**src/rtl/leapfrog_pkg.sv**
```systemverilog
package leapfrog_pkg;

    localparam int LFSR_W        = 17;
    localparam int TAP_HI        = 17;
    localparam int TAP_LO        = 14;
    localparam int STEPS_PER_CLK = 10;
    localparam int SAMPLE_W      = 10;

    typedef logic [LFSR_W-1:0]   lfsr_state_t;
    typedef logic [SAMPLE_W-1:0] sample_t;

    localparam lfsr_state_t DEFAULT_SEED = 17'h0ACE1;

    typedef struct packed {
        logic    valid;
        sample_t data;
    } noise_word_t;

    // One shift of the recurrence: feedback from the two taps enters bit 0.
    function automatic lfsr_state_t lfsr_step(input lfsr_state_t s);
        logic fb;
        fb = s[TAP_HI-1] ^ s[TAP_LO-1];
        return {s[LFSR_W-2:0], fb};
    endfunction

    // The all-zero state is a fixed point, so it is never allowed in.
    function automatic lfsr_state_t sanitize_seed(input lfsr_state_t s);
        return (s == '0) ? DEFAULT_SEED : s;
    endfunction

endpackage

```
**src/rtl/leapfrog_next.sv**
```systemverilog
module leapfrog_next
    import leapfrog_pkg::*;
#(
    parameter int STEPS = STEPS_PER_CLK
) (
    input  lfsr_state_t cur_state,
    output lfsr_state_t next_state
);
    lfsr_state_t stage [STEPS+1];

    assign stage[0] = cur_state;

    // Unrolled chain of single steps; flattens to one next-state function.
    for (genvar i = 0; i < STEPS; i++) begin : g_step
        assign stage[i+1] = lfsr_step(stage[i]);
    end

    assign next_state = stage[STEPS];
endmodule

```
**src/rtl/lfsr_state_reg.sv**
```systemverilog
module lfsr_state_reg
    import leapfrog_pkg::*;
(
    input  logic        clk,
    input  logic        rst,
    input  logic        load,
    input  lfsr_state_t load_value,
    input  logic        advance,
    input  lfsr_state_t advanced,
    output lfsr_state_t state_q,
    output logic        adv_q
);
    always_ff @(posedge clk) begin
        if (rst) begin
            state_q <= DEFAULT_SEED;
            adv_q   <= 1'b0;
        end else if (load) begin
            state_q <= sanitize_seed(load_value);
            adv_q   <= 1'b0;
        end else if (advance) begin
            state_q <= advanced;
            adv_q   <= 1'b1;
        end else begin
            adv_q   <= 1'b0;
        end
    end
endmodule

```
**src/rtl/leapfrog_noise_gen.sv**
```systemverilog
module leapfrog_noise_gen
    import leapfrog_pkg::*;
#(
    parameter int STEPS = STEPS_PER_CLK
) (
    input  logic                clk,
    input  logic                rst,
    input  logic                en,
    input  logic                seed_load,
    input  logic [LFSR_W-1:0]   seed,
    output logic [SAMPLE_W-1:0] sample,
    output logic                sample_valid
);
    lfsr_state_t state_q;
    lfsr_state_t state_adv;
    logic        adv_q;
    noise_word_t out_word;

    leapfrog_next #(.STEPS(STEPS)) u_next (
        .cur_state  (state_q),
        .next_state (state_adv)
    );

    lfsr_state_reg u_reg (
        .clk        (clk),
        .rst        (rst),
        .load       (seed_load),
        .load_value (seed),
        .advance    (en),
        .advanced   (state_adv),
        .state_q    (state_q),
        .adv_q      (adv_q)
    );

    assign out_word.valid = adv_q;
    assign out_word.data  = state_q[SAMPLE_W-1:0];

    assign sample       = out_word.data;
    assign sample_valid = out_word.valid;
endmodule

```
**config.mk**
```make
export PLATFORM = sky130hd
export DESIGN_NAME = leapfrog_noise_gen
export DESIGN_NICKNAME = d
export VERILOG_FILES = /design/src/rtl/leapfrog_pkg.sv /design/src/rtl/leapfrog_next.sv /design/src/rtl/lfsr_state_reg.sv /design/src/rtl/leapfrog_noise_gen.sv
export SDC_FILE = /design/constraint.sdc
export NUM_CORES = 1
export LEC_CHECK = 0
export BUFFER_PORTS_ARGS = -buffer_cell sky130_fd_sc_hd__buf_2
export CAP_MARGIN = 0
export CORE_AREA = 5 5 54 56
export CTS_CLUSTER_DIAMETER = 150
export DETAILED_ROUTE_END_ITERATION = 8
export DIE_AREA = 0 0 59 61
export GPL_TIMING_DRIVEN = 0
export PLACE_DENSITY = 0.71
export SLEW_MARGIN = 15
export SYNTH_ARGS = -nofsm -noshare
export SYNTH_HDL_FRONTEND = slang
export SYNTH_SLANG_ARGS = --single-unit
```
**constraint.sdc**
```tcl
create_clock -name clk -period 0.89 [get_ports clk]
set_input_delay 0.1335 -clock clk [delete_from_list [all_inputs] [get_ports clk]]
set_output_delay 0.1335 -clock clk [all_outputs]
set_load 0.02 [all_outputs]
```
==> summary.txt, run 1 <==
Status
  – Status: complete, but fails checks
  – Failing checks: negative setup slack

Critical path
  – CP required: 0.76 ns
  – CP max FO: 2
  – Startpoint Class: register
  – Worst EP arrival: 0.88 ns
  – Worst Setup SP: u_reg.state_q[5]
  – CP Class: register to primary output
  – Crit path capture type: primary output
  – FF-to-FF Start: u_reg.state_q[9]

Drt
  – Drt pass-1 iters: 4
  – Avg WL per Cell: 15.7 um
  – DR DRC count: 0
  – Antenna viol nets, final: 0
  – DR vias/cell: 5.48
  – Via count: 1041
  – Post-Route WL: 2980 um
  – Iter 0 DRT Violations: 39

Synthesis
  – Ys async rst share: 0%
  – Synth cell types: 22
  – Number of synthesized flops with an enable pin: 0
  – Mapped Nets: 139
  – Synth Area per Inst: 8.44 um2
  – Cells after synthesis: 118
  – Synthesis-stage register bit count: 18
  – Syn. warnings: 0
  – Cell Area, Synth: 996 um2
  – Ys flop type: dfxtp_1
  – Seq/Total Area, Yosys: 36.2%

Final layout
  – Commonest cells after routing, fill and taps aside: 24 x buf_6, 22 x buf_2, 19 x nand2_1
  – Antenna fix cells: 0
  – Area delta synth->final: 54.0%
  – Layout Utilization: 64.3%
  – Layout cells sized above 1: 58.1%
  – Non-Filler Instances: 190
  – Layout net count: 182
  – Commonest non-fill, non-tap cell in the layout: buf_6

Clocking
  – Clock-pin slew on the worst setup and hold paths: 0.10 ns
  – Worst skew pair latency: 0.29 ns
  – TritonCTS clock tree: done
  – CTS buffer count: 3
  – CTS Buffer Depth: 2
  – Clk sink count: 18
  – Clk root buf: clkbuf_4
  – H-tree level count: 1
  – Hold buffer count at cts: 0

STA
  – Max Slew Vio Count: 0
  – Final hold vios: 0
  – Period Utilization, post-route: 114%
  – F_max: 989 MHz
  – Tightest Pin Transition: 0.574 ns
  – Clk_skew: 0.00136 ns
  – Final setup viols: 22
  – RSZ-0062 raised after global routing: true
  – Slew Limit Headroom: 61.7%
  – Setup TNS: -1.48 ns
  – Final min period: 1.01 ns
  – Worst Slack Setup Final: -0.121 ns

Global route
  – Largest net degree at the start of global routing: 11
  – Grt met2 use: 30.4%
  – Met1 usage: 20.1%
  – GRT Overall Usage: 17.3%
  – Total congestion overflow: 0
  – GR Util met3: 1.49%
  – First-pass GRT wire length: 4630 um
  – Initial antenna violation count: 0
  – Vias in the first global route: 1024
  – Gr busiest metal: met2

Floorplan
  – Die Wd: 59 um
  – Die height: 61 um
  – Initial Util: 41.7%
  – I/O pin count: 32
  – Row count: 18
  – Core Box Area: 2390 um2
  – Die ar.: 3600 um2

Run
  – Max Cap Viol: 0

Placement
  – I/O Buffers: 30
  – Placed cell count: 178
  – Placer Congestion: 0.827
  – Post-DP HPWL: 1990 um

Worst hold path
  – Worst Hold Launch: seed[5]
  – Worst Hold Class: input port to register

Power
  – Final Power: 2.19 mW
  – Power per Cell Area: 1430 nW/um2
  – Pleak: 0.679 nW
  – Maximum VDD drop: 0.982 mV
==> through the flow <==
step | hold WS [ns] | instance area (um2) | setup WS, ns
2_1_floorplan | 0.236 | 996 | 0.0364
3_3_place_gp | 0.372 | 1180 | -0.170
3_5_place_dp | 0.376 | 1180 | -0.206
4_1_cts | 0.0679 | 1450 | -0.110
5_1_grt | 0.0885 | 1530 | -0.180
6_report | 0.0723 | 1530 | -0.121
==> metal layers <==
metal  up-vias  share of wire, %  routed length [um]
met3         9               6.9                 206
met1       483                40                1180
met5         -                 0                   0
met2        60                50                1500
met4         0               3.0                  91
li1        489                 -                   -
==> cell families (layout without fill, tap and decap cells) <==
kind of cell / after synthesis / after routing / share of synthesized area [%]
AO/OA/AOI/OAI: 28 / 28 / 18.7
flip-flops: 18 / 18 / 36.2
XOR/XNOR: 10 / 10 / 8.79
multiplexers: 6 / 6 / 6.03
buffers and inverters: 18 / 60 / 11.7
AND/OR/NAND/NOR: 38 / 38 / 18.6
==> power breakdown <==
group          switching (mW)  internal (mW)  leakage, nW  total [mW]
Clock                   0.256          0.249       0.0210       0.506
Combinational           0.328          0.404        0.506       0.732
Sequential             0.0688          0.880        0.152       0.948
==> worst max-delay path, stage by stage (launching register included) <==
cell	delay (ns)
dfxtp_2	0.35
buf_6	0.11
buf_6	0.12
==> Yosys cell counts, drive strengths merged (3+ instances only) <==
| master | instances | area [um2] |
|---|---|---|
| dfxtp | 18 | 360 |
| mux2i | 6 | 60.1 |
| clkbuf | 3 | 11.3 |
| nand2 | 20 | 75.1 |
| buf | 15 | 105 |
| o21ai | 6 | 30.0 |
| a211oi | 5 | 37.5 |
| nor4 | 4 | 40.0 |
| o211ai | 4 | 30.0 |
| nor2 | 8 | 30.0 |
| xnor2 | 10 | 87.6 |
| a21oi | 6 | 30.0 |
| o22ai | 6 | 37.5 |
==> registers in the layout, summed over array words and instances (netlist names) <==
name / count
u_reg.state_q: 17
u_reg.adv_q: 1
==> repair_timing <==
item | 4_1_cts | 5_1_grt
endpoints found under the setup margin | 22 | 25
pin swaps | 18 | 9
resized for setup | 60 | 18
buffers inserted | 10 | 1
gates cloned | 0 | 0
==> path summary, 6_finish.rpt <==
path,slack [ns],endpoint,cells after the start
setup reg to reg,-0.10,u_reg.state_q[5],5
hold reg to reg,0.63,u_reg.state_q[11],2
hold / removal,0.07,u_reg.state_q[5],3
setup / recovery,-0.12,sample[5],2
==> area by class of cell <==
class / count / area [um2]
fill: 194 / 853
multi-input combinational: 82 / 627
sequential: 18 / 389
timing repair buffer: 41 / 324
buffer: 15 / 120
tap: 30 / 37.5
clock buffer: 4 / 36.3
No activity file was read; power rests on OpenSTA's default activity.
==> inputs of run 2 (changes only) <==
Settings changed: CORE_AREA 5 5 54 56 to 5 5 52 54, DIE_AREA 0 0 59 61 to 0 0 57 59, PLACE_DENSITY 0.71 to 0.73, SKIP_LAST_GASP from default to 1.
Clock period 0.89 ns to 1.1 ns, I/O delays scaled along.
==> summary.txt, run 2 (synthesis results as in run 1) <==
Drt
  – Post-Route WL: 2560 um
  – DR DRC count: 0
  – DR vias/cell: 5.24
  – Iter 0 DRT Violations: 16
  – Antenna viol nets, final: 0
  – Avg WL per Cell: 13.8 um
  – Drt pass-1 iters: 4
  – Via count: 970

STA
  – Final setup viols: 0
  – F_max: 925 MHz
  – Slew Limit Headroom: 71.1%
  – Max Slew Vio Count: 0
  – Clk_skew: 0.00125 ns
  – Setup TNS: 0 ns
  – Final hold vios: 0
  – Period Utilization, post-route: 98.3%
  – Tightest Pin Transition: 0.433 ns
  – Worst Slack Setup Final: 0.0184 ns
  – Final min period: 1.08 ns

Placement
  – Post-DP HPWL: 1920 um
  – Placed cell count: 176
  – Placer Congestion: 0.875
  – I/O Buffers: 30
  – Pre-CTS setup slack: -0.0233 ns

Critical path
  – CP Cell Sequence: buf_4 -> buf_2
  – Crit path capture type: primary output
  – CP max FO: 3
  – CP Class: register to primary output
  – Worst EP arrival: 0.92 ns
  – Crit-path slowest cell: dfxtp_4
  – CP required: 0.94 ns
  – Max incr delay on CP: 0.37 ns
  – Startpoint Class: register
  – Worst reg2reg path depth: 5

Floorplan
  – Initial Util: 45.9%
  – Die height: 59 um
  – Die Wd: 57 um
  – Die ar.: 3360 um2
  – I/O pin count: 32
  – Row count: 17
  – Core Box Area: 2170 um2

Worst hold path
  – Worst Hold Class: input port to register
  – WHS Path Cells: 3

Final layout
  – Biggest regs: u_reg.state_q (17), u_reg.adv_q (1)
  – Non-Filler Instances: 185
  – Layout cells sized above 1: 43.3%
  – Commonest cells after routing, fill and taps aside: 30 x buf_2, 20 x nand2_1, 19 x buf_4
  – Max reg flops: 17
  – Layout net count: 180
  – Area delta synth->final: 29.1%
  – Commonest non-fill, non-tap cell in the layout: buf_2
  – Top reg by flops: u_reg.state_q
  – Antenna fix cells: 0

Clocking
  – Worst skew pair latency: 0.28 ns
  – CTS buffer count: 3
  – H-tree level count: 1
  – Hold buffer count at cts: 0
  – Clk sink count: 18
  – CTS Buffer Depth: 2
  – Clock-pin slew on the worst setup and hold paths: 0.10 ns
  – Clk root buf: clkbuf_4
  – TritonCTS clock tree: done

Global route
  – Initial antenna violation count: 0
  – First-pass GRT wire length: 4020 um
  – Total congestion overflow: 0
  – Largest net degree at the start of global routing: 11
  – Vias in the first global route: 886
  – GRT Overall Usage: 15.2%

Run
  – Max Cap Viol: 0

Power
  – Final Power: 1.51 mW
  – Power per Cell Area: 1180 nW/um2
  – Maximum VDD drop: 0.759 mV
  – Pleak: 0.567 nW

Status
  – Status: finished, final reports clean
==> run 2: final timing paths <==
kind                    start           endpoint  slack [ns]
max          u_reg.state_q[9]          sample[9]        0.02
min                   seed[0]   u_reg.state_q[0]        0.12
max reg2reg  u_reg.state_q[8]   u_reg.state_q[4]        0.07
min reg2reg  u_reg.state_q[2]  u_reg.state_q[12]        0.57
==> run 2: repair_timing <==
item                       4_1_cts  5_1_grt
gates resized for setup          7       12
setup endpoints to repair        6       10
cloned                           0        0
pin swaps                        0        0
setup buffers                    1        5
hold endpoints to repair         0        0
==> run 2: cell type report <==
type	count	area (um2)
fill	218	883
multi-input combinational	82	519
sequential	18	383
timing repair buffer	36	210
buffer	18	116
tap	28	35.0
clock buffer	3	22.5
==> run 2: power by group <==
group	total (mW)	internal [mW]	switching, mW
clock	0.325	0.127	0.198
sequential	0.751	0.707	0.0444
combinational	0.438	0.224	0.214
==> run 2: routing by layer <==
metal / share of wire (%) / global-route usage, % / wire length, um / up-vias
met3: 8.3 / 3.27 / 212 / 6
met5: 0 / 0 / 0 / -
met2: 45 / 24.1 / 1160 / 46
met1: 45 / 20.6 / 1150 / 438
li1: - / - / - / 480
met4: 1.6 / 4.64 / 40 / 0
==> run 2: stage by stage <==
step	hold WS [ns]	util, %	area (um2)
2_1_floorplan	0.268	-	996
3_3_place_gp	0.403	54.4	1180
3_5_place_dp	0.417	54.4	1180
4_1_cts	0.115	56.3	1220
5_1_grt	0.112	59.3	1290
6_report	0.124	59.3	1290
==> run 2: worst max-delay path: cells and delay by family, from the launching register on <==
kind	cells	cell delay, ns
buffers and inverters	2	0.27
DFF	1	0.37
==> inputs of run 3 (changes only) <==
Settings changed: CORE_AREA 5 5 52 54 to 5 5 65 67, DIE_AREA 0 0 57 59 to 0 0 70 72, PLACE_DENSITY 0.73 to default, SKIP_LAST_GASP 1 to default.
==> summary.txt, run 3 (synthesis results as in run 1) <==
Status
  – Status: finished, final reports clean

Placement
  – Post-DP HPWL: 2020 um
  – Placer Congestion: 0.892
  – Placed cell count: 196
  – I/O Buffers: 30

Run
  – Max Cap Viol: 0

STA
  – Slew Limit Headroom: 68.5%
  – Final setup viols: 0
  – Tightest Pin Transition: 0.472 ns
  – Final hold vios: 0
  – Period Utilization, post-route: 97.7%
  – F_max: 930 MHz
  – Max Slew Vio Count: 0
  – RSZ-0062 raised after global routing: false
  – Clk_skew: 0.00355 ns
  – Final min period: 1.07 ns

Floorplan
  – I/O pin count: 32
  – Die ar.: 5040 um2
  – Core Box Area: 3580 um2
  – Die height: 72 um
  – Die Wd: 70 um
  – Initial Util: 27.8%
  – Row count: 22

Global route
  – Total congestion overflow: 0
  – Initial antenna violation count: 0
  – Grt met2 use: 18.2%
  – GRT Overall Usage: 11.2%
  – Vias in the first global route: 985
  – First-pass GRT wire length: 4550 um
  – Largest net degree at the start of global routing: 11
  – Gr busiest metal: met2
  – GR Util met3: 1.66%
  – Met1 usage: 14.9%

Drt
  – DR vias/cell: 4.73
  – Drt pass-1 iters: 4
  – Via count: 965
  – Avg WL per Cell: 13.5 um
  – Post-Route WL: 2760 um
  – Iter 0 DRT Violations: 22
  – DR DRC count: 0
  – Antenna viol nets, final: 0

Final layout
  – Commonest cells after routing, fill and taps aside: 26 x buf_2, 20 x nand2_1, 19 x buf_4
  – Antenna fix cells: 0
  – Max reg flops: 17
  – Layout Utilization: 37.2%
  – Non-Filler Instances: 204
  – Area delta synth->final: 33.5%
  – Multi-input logic area: 519 um2
  – Layout net count: 179
  – Register area: 388 um2
  – Commonest non-fill, non-tap cell in the layout: buf_2
  – Top reg by flops: u_reg.state_q
  – Filler instances: 410
  – Biggest regs: u_reg.state_q (17), u_reg.adv_q (1)
  – Layout cells sized above 1: 42.9%

Critical path
  – Crit path capture type: primary output
  – Top delay family on crit path: flip-flops
  – Startpoint Class: register
  – CP max FO: 3
  – Crit path top cell by count: buf_4
  – Crit path buffers/inverters: 2
  – CP required: 0.94 ns
  – Worst EP arrival: 0.91 ns
  – Crit-path slowest cell: dfxtp_4
  – CP Cell Sequence: buf_4 -> buf_4
  – Max incr delay on CP: 0.36 ns
  – CP Class: register to primary output

Clocking
  – H-tree level count: 1
  – TritonCTS clock tree: done
  – Clock-pin slew on the worst setup and hold paths: 0.10 ns
  – CTS buffer count: 3
  – CTS Buffer Depth: 2
  – Worst skew pair latency: 0.29 ns
  – Clk root buf: clkbuf_4
  – Clk sink count: 18

Worst hold path
  – Worst Hold Class: input port to register

Power
  – Pleak: 0.571 nW
  – Power per Cell Area: 1150 nW/um2
  – Maximum VDD drop: 0.591 mV
## run 3: what timing repair did
item	CTS	global route
buffers inserted	1	4
hold endpoints to repair	0	0
hold buffers	0	0
setup endpoints to repair	6	11
pin swaps	0	1
cloned	0	0
resized for setup	10	18
## run 3: path summary, 6_finish.rpt
kind,start,endpoint,depth (start not counted),slack [ns]
max,u_reg.state_q[4],sample[4],2,0.03
min,seed[0],u_reg.state_q[0],3,0.1
max reg2reg,u_reg.state_q[8],u_reg.state_q[4],5,0.06
min reg2reg,u_reg.state_q[2],u_reg.state_q[12],2,0.58
## run 3: layer usage
| metal | part of all wire [%] | routed length, um |
|---|---|---|
| met1 | 49 | 1340 |
| met2 | 46 | 1270 |
| met3 | 4.4 | 122 |
| met4 | 1.0 | 28 |
| met5 | 0 | 0 |
## run 3: layout make-up
| type | instances | area share, % |
|---|---|---|
| Multi-Input combinational cell | 82 | 39.0 |
| Tap cell | 48 | 4.52 |
| Clock buffer | 3 | 1.69 |
| Sequential cell | 18 | 29.2 |
| Buffer | 18 | 9.03 |
| Timing Repair Buffer | 35 | 16.6 |
## run 3: report_power, final
group / switching (mW) / total, mW / internal (mW)
registers: 0.0443 / 0.749 / 0.705
clock network: 0.201 / 0.328 / 0.127
logic: 0.220 / 0.453 / 0.233
total: 0.465 / 1.53 / 1.07
## run 3: metrics by stage
stage	setup WS [ns]	TNS [ns]	total power [mW]	cell area, um2	hold WS [ns]
finish	0.0251	0	1.53	1330	0.0981
global route	0.000458	0	1.62	1330	0.118
CTS	0.000526	0	1.51	1250	0.0949
detailed placement	-0.0219	-0.0624	1.17	1210	0.402
global placement	-0.0242	-0.0822	1.17	1210	0.402
floorplan	0.215	0	1.04	996	0.268
## run 3: tightest hold or removal path: stages
cell and delay, ns:
buf_2 0.09, a21oi_1 0.06, nand2_1 0.04
